## src/rtl/dbg_trk_pkg.sv

```systemverilog
package dbg_trk_pkg;

  localparam int CMD_W = 10;
  localparam int SEL_W = 7;

  typedef struct packed {
    logic             rw;
    logic             go;
    logic             ex;
    logic [SEL_W-1:0] sel;
  } dbg_cmd_t;

  localparam logic [SEL_W-1:0] SEL_NONE   = 7'h7F;
  localparam logic [SEL_W-1:0] SEL_CPUSCR = 7'h10;

endpackage

```

## src/rtl/dbg_sync_chain.sv

```systemverilog
module dbg_sync_chain #(
  parameter int STAGES = 2
) (
  input  logic clk_i,
  input  logic rst_ni,
  input  logic d_i,
  output logic q_o
);

  logic [STAGES-1:0] stage_q;
  logic [STAGES-1:0] stage_d;

  always_comb begin
    stage_d[0] = d_i;
  end

  for (genvar g = 1; g < STAGES; g++) begin : g_shift
    always_comb begin
      stage_d[g] = stage_q[g-1];
    end
  end

  always_ff @(posedge clk_i or negedge rst_ni) begin
    if (!rst_ni) begin
      stage_q <= '0;
    end else begin
      stage_q <= stage_d;
    end
  end

  assign q_o = stage_q[STAGES-1];

endmodule

```

## src/rtl/dbg_ack_timer.sv

```systemverilog
module dbg_ack_timer #(
  parameter int ACK_CYCLES = 3
) (
  input  logic clk_i,
  input  logic rst_ni,
  input  logic level_i,
  output logic rise_o,
  output logic ack_o
);

  localparam int CNT_W = $clog2(ACK_CYCLES + 1);

  logic             prev_q;
  logic [CNT_W-1:0] cnt_q;
  logic [CNT_W-1:0] cnt_d;
  logic             cnt_en;
  logic             busy;
  logic             load;

  always_ff @(posedge clk_i or negedge rst_ni) begin
    if (!rst_ni) begin
      prev_q <= 1'b0;
    end else begin
      prev_q <= level_i;
    end
  end

  assign rise_o = level_i & ~prev_q;
  assign busy   = (cnt_q != '0);
  assign load   = rise_o & ~busy;

  always_comb begin
    cnt_en = load | busy;
    if (load) begin
      cnt_d = CNT_W'(ACK_CYCLES);
    end else begin
      cnt_d = cnt_q - 1'b1;
    end
  end

  always_ff @(posedge clk_i or negedge rst_ni) begin
    if (!rst_ni) begin
      cnt_q <= '0;
    end else if (cnt_en) begin
      cnt_q <= cnt_d;
    end
  end

  assign ack_o = busy;

endmodule

```

## src/rtl/dbg_release_decode.sv

```systemverilog
module dbg_release_decode
  import dbg_trk_pkg::*;
(
  input  logic             upd_i,
  input  logic [CMD_W-1:0] cmd_i,
  output logic             release_o
);

  dbg_cmd_t cmd;
  logic     sel_ok;
  logic     unused_rw;

  assign cmd       = dbg_cmd_t'(cmd_i);
  assign unused_rw = cmd.rw;

  always_comb begin
    sel_ok    = (cmd.sel == SEL_NONE) | (cmd.sel == SEL_CPUSCR);
    release_o = upd_i & cmd.go & cmd.ex & sel_ok;
  end

endmodule

```

## src/rtl/dbg_session_tracker.sv

```systemverilog
module dbg_session_tracker
  import dbg_trk_pkg::*;
#(
  parameter int SYNC_STAGES = 2,
  parameter int ACK_CYCLES  = 3
) (
  input  logic             clk_i,
  input  logic             rst_ni,
  input  logic             dbg_entry_i,
  input  logic             cmd_upd_i,
  input  logic [CMD_W-1:0] cmd_i,
  output logic             ack_o,
  output logic             session_no
);

  logic rst_sync_n;
  logic entry_sync;
  logic entry_rise;
  logic release_cmd;
  logic sess_q;
  logic sess_d;
  logic sess_en;

  // reset: asserted asynchronously, deasserted on the clock
  dbg_sync_chain #(
    .STAGES(2)
  ) u_rst_sync (
    .clk_i (clk_i),
    .rst_ni(rst_ni),
    .d_i   (1'b1),
    .q_o   (rst_sync_n)
  );

  dbg_sync_chain #(
    .STAGES(SYNC_STAGES)
  ) u_entry_sync (
    .clk_i (clk_i),
    .rst_ni(rst_sync_n),
    .d_i   (dbg_entry_i),
    .q_o   (entry_sync)
  );

  dbg_ack_timer #(
    .ACK_CYCLES(ACK_CYCLES)
  ) u_ack (
    .clk_i  (clk_i),
    .rst_ni (rst_sync_n),
    .level_i(entry_sync),
    .rise_o (entry_rise),
    .ack_o  (ack_o)
  );

  dbg_release_decode u_dec (
    .upd_i    (cmd_upd_i),
    .cmd_i    (cmd_i),
    .release_o(release_cmd)
  );

  // entry takes priority over release
  always_comb begin
    sess_en = entry_rise | release_cmd;
    sess_d  = entry_rise;
  end

  always_ff @(posedge clk_i or negedge rst_sync_n) begin
    if (!rst_sync_n) begin
      sess_q <= 1'b0;
    end else if (sess_en) begin
      sess_q <= sess_d;
    end
  end

  assign session_no = ~sess_q;

endmodule

```

## config.mk

```make
export PLATFORM = sky130hd
export DESIGN_NAME = dbg_session_tracker
export DESIGN_NICKNAME = d
export VERILOG_FILES = /design/src/rtl/dbg_trk_pkg.sv /design/src/rtl/dbg_sync_chain.sv /design/src/rtl/dbg_ack_timer.sv /design/src/rtl/dbg_release_decode.sv /design/src/rtl/dbg_session_tracker.sv
export SDC_FILE = /design/constraint.sdc
export NUM_CORES = 1
export LEC_CHECK = 0
export ABC_AREA = 1
export BUFFER_PORTS_ARGS = -buffer_cell sky130_fd_sc_hd__buf_4
export CORE_AREA = 2 2 39 41
export CTS_BUF_LIST = sky130_fd_sc_hd__clkbuf_16
export DETAILED_ROUTE_END_ITERATION = 6
export DIE_AREA = 0 0 41 43
export PLACE_DENSITY_LB_ADDON = 0.12
export SYNTH_ARGS = -nofsm -noshare
export SYNTH_HDL_FRONTEND = slang
export SYNTH_HIERARCHICAL = 1
export SYNTH_SLANG_ARGS = --single-unit
```

## constraint.sdc

```tcl
create_clock -name clk_i -period 0.95 [get_ports clk_i]
set_clock_uncertainty 0.05 [all_clocks]
set_input_delay 0.095 -clock clk_i [delete_from_list [all_inputs] [get_ports clk_i]]
set_output_delay 0.095 -clock clk_i [all_outputs]
set_load 0.005 [all_outputs]
```

==> impl_metrics.toml, run 1 <==
[detailed_routing]
wl_per_cell_um = 8.01
dr.first_iter.drc_count = 0
first_pass_iters = 1
num_vias = 323
routed_wl_um = 673
via_per_inst = 3.85
drcViolationCount = 0
ant_nets = 0

[synth]
ys_ff_latch = 8
synthXorXnorAreaFrac = 0
yosysTopAreaCell = "dfrtp_1"
synth.most_common_cell = "nand2_1"
synth_adder_area_share = 0.0337
synth_top_cell_area_share = 0.539
post_synth_inst_count = 48
synth_area_leaders = "dfrtp_1 54%, nand2_1 15%, inv_1 14%"
synthSimpleGateAreaFrac = 0.253
ys.flop_type = "dfrtp_1"
synth_nets = 63
async_flop_share = 1.00
synthTopCellsByCount = "15 x nand2_1, 14 x inv_1, 8 x dfrtp_1"
synth.distinct_cells = 9
seq_area_frac_synth = 0.539
yosys_warnings = 6
synth_top_family_by_area = "simple AND/OR/NAND/NOR gates"
synth_edf_count = 0
synth_area_um2 = 372
syn_avg_cell_area_um2 = 7.74
synth_compound_area_frac = 0.0236
muxShareOfSynthArea = 0

[grt]
grt_pass1_vias = 325
antenna_found_initial = 0
grt_pass1_wl_mm = 1.19
grt_start_max_net_pins = 7
grt_overflow_total = 0
grt_usage = 0.109

[setup_path]
path_cells = "inv_2, ha_4, inv_2, buf_6"
critPathArrivalTime_ps = 960
cp.required_ps = 810
ff2ff_path_depth = 6
crit_path_frequent_cell = "inv_2"
cp-start-kind = "register"
cp_max_fo = 2
critPathCaptureType = "output port"
worst_path_max_delay_cell = "dfrtp_1"
path_class = "register to output port"
max_stage_delay_ps = 380

[outcome]
status = "complete, but fails checks"
violations = "setup timing"

[place]
dpl-instance-area_um2 = 497
dpl.hpwl_um = 470
placed_cells = 78
dpl_worst_slack_ps = -53.9
finalWeightedCongestion = 0.618
io_buffers = 14

[sta]
hold_violations = 0
tns_ps = -313
setup_ws_ps = -151
timing.final.crit_share = 1.16
period_needed_ps = 1100
rsz0062_at_grt = "yes"
fmax_ghz = 0.909
slew_viol_final = 0
setup_viol = 3

[clock_tree]
insertion_delay_ps = 230
cts_buffer_depth = 2
cts.root.buffer_cell = "clkbuf_16"
htree_levels = 1
cts.sinks = 8
cts.clk_slew.worst_paths_ps = 30
cts_tree = "built"
numCtsBuffers = 3

[pwr]
power.leakage_nw = 0.342
peakVddDrop_mv = 1.18
p_int_mw = 1.18
clkPwrFrac = 0.435
switching_share = 0.247
p_sw_mw = 0.387
power_density_nw_per_um2 = 2540
p_comb_frac = 0.285
sequentialPowerShare = 0.280

[finish]
syn_to_final_growth_pct = 65.7
final_net_count = 85
n_antenna_cell = 0
design_area_um2 = 616
layout-drive-gt1-share = 0.368
instances_no_fill = 84

[floorplanning]
chipHeight_um = 43
die_area_um2 = 1760
start_util = 0.269
die_x_um = 41
core_um2 = 1380
num_rows = 14
io_pins = 16

[flow_run]
max-cap-violations = 0

[min_path]
hold_path_class = "register to async pin"
-- routing by layer --
metal / track usage / part of all wire
met5: 0 / 0
met1: 0.108 / 0.40
met4: 0.120 / 0.045
met3: 0.0314 / 0.091
met2: 0.159 / 0.47
-- placed cells by master (no fill, tap or decap) --
cell            n
a21oi_2         1
buf_4          14
buf_6           1
clkbuf_16       3
conb_1          1
dfrtp_1         8
dlygate4sd3_1   2
ha_4            1
inv_1          11
inv_2           3
nand2_1        15
nand2_2         2
nand3_1         2
nor2_1          4
-- layout make-up --
class / instances / area, um2
well taps: 16 / 20.0
fillers: 141 / 768
clock buffers: 3 / 75.1
flip-flops and latches: 8 / 200
repair buffers: 17 / 136
inverters: 14 / 52.6
multi-input cells: 26 / 131
-- what timing repair did --
| item | in CTS | in global routing |
|---|---|---|
| hold buffers | 2 | 0 |
| pin swaps | 1 | 0 |
| endpoints found under the setup margin | 3 | 3 |
| hold endpoints to repair | 3 | 0 |
| resized for setup | 6 | 0 |
| setup buffers | 1 | 0 |
-- stage by stage --
stage	power, mW	util	hold slack (ps)
floorplan	0.626	-	-251
global placement	0.739	0.359	-172
detailed placement	0.742	0.359	-172
CTS	1.56	0.445	47.5
global route	1.69	0.445	78.5
finish	1.57	0.445	39.7
-- sequential cells by signal, indices dropped and copies added (netlist names) --
signal,count
u_ack/cnt_q,2
u_entry_sync/stage_q,2
u_ack/prev_q,1
u_rst_sync/stage_q,2
sess_q,1
-- worst paths after layout --
path | end | slack, ps | start
min in group clk_i | sess_q$_DFFE_PN0P_ | 190 | cmd_i[8]
hold / removal | sess_q$_DFFE_PN0P_ | 40 | u_rst_sync/stage_q[1]$_DFF_PN0_
hold reg to reg | sess_q$_DFFE_PN0P_ | 40 | u_rst_sync/stage_q[1]$_DFF_PN0_
setup / recovery | ack_o | -150 | u_ack/cnt_q[0]$_DFFE_PN0P_
setup reg to reg | u_ack/cnt_q[1]$_DFFE_PN0P_ | -90 | u_ack/cnt_q[0]$_DFFE_PN0P_
max in group asynchronous | u_ack/cnt_q[0]$_DFFE_PN0P_ | 620 | u_rst_sync/stage_q[1]$_DFF_PN0_
-- critical path: cells and delay by family (launching register included) --
kind	cells	cell delay, ps
buffers and inverters	3	220
adder cells (fa/ha/maj)	1	130
flip-flops	1	380
-- power groups by stage --
stage,clock network (mW),registers (mW),logic (mW)
after floorplan,0,0.428,0.198
after global placement,0,0.433,0.306
after detailed placement,0,0.433,0.309
after CTS,0.700,0.438,0.422
after global routing,0.730,0.445,0.519
final,0.681,0.438,0.447
-- cells by family (layout without fill, tap and decap cells) --
group,after synthesis,after routing
other,1,1
buffers and inverters,14,34
DFF,8,8
adders and majority gates,1,1
and+or+nand+nor,23,23
AOI/OAI and AO/OA,1,1
Note: power is estimated with default switching activity, not from simulation.
==> inputs of run 2 (changes only) <==
--- a/config.mk
+++ b/config.mk
@@ -12,6 +12,7 @@
 export DETAILED_ROUTE_END_ITERATION = 6
 export DIE_AREA = 0 0 41 43
 export PLACE_DENSITY_LB_ADDON = 0.12
+export SKIP_LAST_GASP = 1
 export SYNTH_ARGS = -nofsm -noshare
 export SYNTH_HDL_FRONTEND = slang
 export SYNTH_HIERARCHICAL = 1
==> constraint.sdc (replaced) <==
create_clock -name clk_i -period 1.29 [get_ports clk_i]
set_clock_uncertainty 0.05 [all_clocks]
set_input_delay 0.129 -clock clk_i [delete_from_list [all_inputs] [get_ports clk_i]]
set_output_delay 0.129 -clock clk_i [all_outputs]
set_load 0.005 [all_outputs]
==> run 2 against run 1 <==
Compared with the run above:
- the run now ends clean
- sequential power down 28%
- clock-buffer cell count unchanged
- setup slack better by 230 ps
- design area down 1.8%
- wire length down 9.4%
- power down 30%
- first-iteration DRC count up 3
==> impl_metrics.toml, run 2 (synthesized netlist as in run 1, its figures left out) <==
[outcome]
status = "completed"

[floorplanning]
core_um2 = 1380
num_rows = 14
chipHeight_um = 43
die_x_um = 41
start_util = 0.269
die_area_um2 = 1760
io_pins = 16

[grt]
antenna_found_initial = 0
grt_usage = 0.0925
grt_pass1_wl_um = 959
grt_overflow_total = 0
grt_pass1_vias = 270
grt_start_max_net_pins = 7

[setup_path]
critPathCaptureType = "output port"
worstSetupStartpoint = "u_ack/cnt_q[0]$_DFFE_PN0P_"
path_class = "register to output port"
critPathArrivalTime_ps = 1030
worst_path_max_delay_cell = "dfrtp_1"
rrSetupSlack_ps = 330
cp_max_fo = 4
path_cells = "inv_1, ha_4, inv_1, buf_4"
cp.required_ps = 1110
cp-start-kind = "register"
r2r_start = "u_ack/cnt_q[0]$_DFFE_PN0P_"
crit_path_frequent_cell = "inv_1"
max_stage_delay_ps = 370

[finish]
final_net_count = 84
final_common_cell = "nand2_1"
syn_to_final_growth_pct = 62.6
reg_top3 = "u_ack/cnt_q: 2 flops, u_entry_sync/stage_q: 2 flops, u_rst_sync/stage_q: 2 flops"
final_cell_mix = "15 x nand2_1, 14 x inv_1, 14 x buf_4"
layout-drive-gt1-share = 0.313
n_antenna_cell = 0

[detailed_routing]
first_pass_iters = 4
num_vias = 313
wl_per_cell_um = 7.35
drcViolationCount = 0
ant_nets = 0
routed_wl_um = 610
dr.first_iter.drc_count = 3
via_per_inst = 3.77

[clock_tree]
cts.root.buffer_cell = "clkbuf_16"
cts.sinks = 8
cts_tree = "built"
cts_buffer_depth = 2
numCtsBuffers = 3
cts.clk_slew.worst_paths_ps = 30
insertion_delay_ps = 230
htree_levels = 1

[sta]
rsz0062_at_grt = "no"
fmax_ghz = 0.827
holdWs_ps = 42.6
period_needed_ps = 1210
hold_violations = 0
setup_viol = 0
slew_viol_final = 0
timing.final.crit_share = 0.937
tns_ps = 0

[pwr]
power_density_nw_per_um2 = 1820
power.leakage_nw = 0.338
peakVddDrop_mv = 0.985

[place]
io_buffers = 14
finalWeightedCongestion = 0.644
dpl.hpwl_um = 461

[flow_run]
max-cap-violations = 0

[min_path]
hold_path_class = "register to async pin"
-- run 2: cell count changes in the layout (fill, tap and decap cells not counted) --
| cell | change |
|---|---|
| buf_6 | -1 |
| inv_2 | -3 |
| inv_1 | +3 |
-- run 2: metal layers --
layer / routed length [um] / vias to the layer above / GRT usage / part of all wire
met2: 264 / 12 / 0.125 / 0.43
met5: 0 / - / 0 / 0
met4: 30 / 0 / 0.140 / 0.049
met3: 60 / 4 / 0.0314 / 0.098
li1: - / 171 / - / -
met1: 254 / 126 / 0.0803 / 0.42
-- run 2: through the flow --
step           setup slack (ps)  std cells  utilization  instance area (um2)  power (mW)
2_1_floorplan               355         48            -                  372       0.461
3_3_place_gp                276         78        0.359                  497       0.543
5_1_grt                    27.5         83        0.437                  604        1.17
4_1_cts                    26.4         83        0.428                  592        1.07
3_5_place_dp                275         78        0.359                  497       0.551
6_report                   80.9         83        0.437                  604        1.10
-- run 2: worst paths after layout --
kind,endpoint,cells after the start
worst max-delay path,ack_o,4
worst min-delay path,u_ack/prev_q$_DFF_PN0_,0
worst max register to register,u_ack/cnt_q[0]$_DFFE_PN0P_,5
worst min register to register,u_ack/prev_q$_DFF_PN0_,0
max in group asynchronous,u_rst_sync/stage_q[0]$_DFF_PN0_,2
min in group clk_i,sess_q$_DFFE_PN0P_,6
-- run 2: layout make-up --
cell class	instances	area (um2)
clock buffer	3	75.1
fill	143	779
inverter	14	52.6
multi-input combinational	26	131
sequential	8	200
tap	16	20.0
timing repair buffer	16	125
-- run 2: critical path, delay by kind of cell, from the launching register on --
kind       cells  cell delay (ps)
flops          1              370
buf+inv        3              270
fa+ha+maj      1              160
-- run 2: timing repair --
action                                  4_1_cts  5_1_grt
resized for setup                             0        2
hold buffers                                  2        0
endpoints found under the setup margin        0        1
setup buffers                                 0        0
endpoints found under the hold margin         3        0
-- run 2: power by group --
part | total [mW] | switching (mW) | internal, mW
Sequential | 0.316 | 0.0205 | 0.296
Combinational | 0.275 | 0.134 | 0.141
Clock | 0.506 | 0.108 | 0.398
==> inputs of run 3 (changes only) <==
--- a/config.mk
+++ b/config.mk
@@ -11,7 +11,7 @@
 export CTS_BUF_LIST = sky130_fd_sc_hd__clkbuf_16
 export DETAILED_ROUTE_END_ITERATION = 6
 export DIE_AREA = 0 0 41 43
-export PLACE_DENSITY_LB_ADDON = 0.12
+export PLACE_DENSITY_LB_ADDON = 0.2
 export SKIP_LAST_GASP = 1
 export SYNTH_ARGS = -nofsm -noshare
 export SYNTH_HDL_FRONTEND = slang
==> run 3 against run 2 <==
Compared with the run above:
- core utilization decreased by 0.72 points
- non-clock buffer count unchanged
- power decreased by 3.3%
- register-to-register slack got worse by 20 ps
- first-iteration DRC count increased by 100%
- highest routed layer unchanged
- critical path depth unchanged
==> impl_metrics.toml, run 3 (synthesized netlist as in run 1, its figures left out) <==
[outcome]
status = "completed"

[floorplanning]
start_util = 0.269
chipHeight_um = 43
die_x_um = 41
num_rows = 14
io_pins = 16
core_um2 = 1380
die_area_um2 = 1760

[detailed_routing]
drcViolationCount = 0
num_vias = 315
via_per_inst = 3.80
first_pass_iters = 4
ant_nets = 0
routed_wl_um = 587
wl_per_cell_um = 7.07
dr.first_iter.drc_count = 6

[clock_tree]
htree_levels = 1
cts.clk_slew.worst_paths_ps = 30
numCtsBuffers = 3
post_cts_buffers = 0
cts.root.buffer_cell = "clkbuf_16"
cts.sinks = 8
cts_buffer_depth = 2
cts_tree = "built"
insertion_delay_ps = 230

[finish]
layout-drive-gt1-share = 0.313
final_net_count = 84
syn_to_final_growth_pct = 59.9
n_antenna_cell = 0
design_area_um2 = 594
num-fill-cells = 138
fin_util = 0.429
reg_top3 = "u_ack/cnt_q: 2 flops, u_entry_sync/stage_q: 2 flops, u_rst_sync/stage_q: 2 flops"
final_cell_mix = "15 x nand2_1, 14 x inv_1, 14 x buf_4"
final_common_cell = "nand2_1"

[setup_path]
cp_max_fo = 4
crit_end = "ack_o"
critPathCaptureType = "output port"
worst_path_max_delay_cell = "dfrtp_1"
max_stage_delay_ps = 370
crit_path_frequent_cell = "inv_1"
worstSetupStartpoint = "u_ack/cnt_q[0]$_DFFE_PN0P_"
r2r_start = "u_ack/cnt_q[0]$_DFFE_PN0P_"
cp.required_ps = 1110
path_class = "register to output port"
ff2ff_path_depth = 5
rrSetupSlack_ps = 310
critPathArrivalTime_ps = 1050
path_cells = "inv_1, ha_2, inv_1, buf_4"
timing.rr.end = "u_ack/cnt_q[1]$_DFFE_PN0P_"
cp-start-kind = "register"

[pwr]
power_density_nw_per_um2 = 1790
power.leakage_nw = 0.337
peakVddDrop_mv = 1.15
total_power_mw = 1.06

[sta]
timing.final.crit_share = 0.952
period_needed_ps = 1230
tns_ps = 0
hold_violations = 0
setup_viol = 0
slew_viol_final = 0
fmax_ghz = 0.814

[place]
dpl-instance-area_um2 = 497
dpl.hpwl_um = 444
finalWeightedCongestion = 0.616
io_buffers = 14

[grt]
grt.busiest_layer = "met2"
grt_start_max_net_pins = 7
antenna_found_initial = 0
grt_use_met3 = 0.0314
met1_usage = 0.0946
use_met2 = 0.100
grt_pass1_wl_um = 910
grt_overflow_total = 0
grt_pass1_vias = 262
grt_usage = 0.0826

[min_path]
hold_path_class = "register to async pin"

[flow_run]
max-cap-violations = 0
run 3: changes by cell type in the layout (fill, tap and decap cells not counted):
| cell | previous run | this run |
|---|---|---|
| ha_2 | 0 | 1 |
| ha_4 | 1 | 0 |
run 3: critical path: cells and delay by family, from the launching register on:
family	cells	cell delay, ps
DFF	1	370
adders and majority gates	1	210
buffers and inverters	3	250
run 3: timing repair:
item | in CTS | in global routing
setup endpoints to repair | 0 | 1
gates resized for setup | 0 | 1
hold buffers | 2 | 0
hold endpoints to repair | 3 | 0
run 3: layout make-up:
| type | instances | area (um2) | area share |
|---|---|---|---|
| Tap cell | 16 | 20.0 | 0.0337 |
| Multi-Input combinational cell | 26 | 121 | 0.204 |
| Timing Repair Buffer | 16 | 125 | 0.211 |
| Clock buffer | 3 | 75.1 | 0.126 |
| Inverter | 14 | 52.6 | 0.0884 |
| Sequential cell | 8 | 200 | 0.337 |
run 3: how the worst min path moves through the flow:
stage,slack [ps],end,startpoint
final,40,u_ack/cnt_q[1]$_DFFE_PN0P_,u_rst_sync/stage_q[1]$_DFF_PN0_
after global routing,60,sess_q$_DFFE_PN0P_,u_rst_sync/stage_q[1]$_DFF_PN0_
after CTS,50,u_ack/cnt_q[1]$_DFFE_PN0P_,u_rst_sync/stage_q[1]$_DFF_PN0_
after detailed placement,-140,u_rst_sync/stage_q[0]$_DFF_PN0_,rst_ni
after global placement,-140,u_rst_sync/stage_q[0]$_DFF_PN0_,rst_ni
after floorplan,-220,u_rst_sync/stage_q[0]$_DFF_PN0_,rst_ni
run 3: layer usage:
layer | routed length (um) | up-vias
met5 | 0 | -
met4 | 16 | 0
met3 | 62 | 2
met2 | 235 | 16
met1 | 273 | 127
li1 | - | 170
run 3: where the power goes:
group / switching (mW) / internal (mW)
clock network: 0.109 / 0.398
registers: 0.0216 / 0.296
logic: 0.115 / 0.121
total: 0.246 / 0.815
run 3: through the flow:
| stage | cells | hold WS (ps) | setup WS (ps) |
|---|---|---|---|
| finish | 83 | 39.5 | 61.3 |
| global route | 83 | 63.5 | -7.31 |
| CTS | 83 | 53.4 | 36.5 |
| detailed placement | 78 | -137 | 284 |
| global placement | 78 | -138 | 281 |
| floorplan | 48 | -217 | 355 |
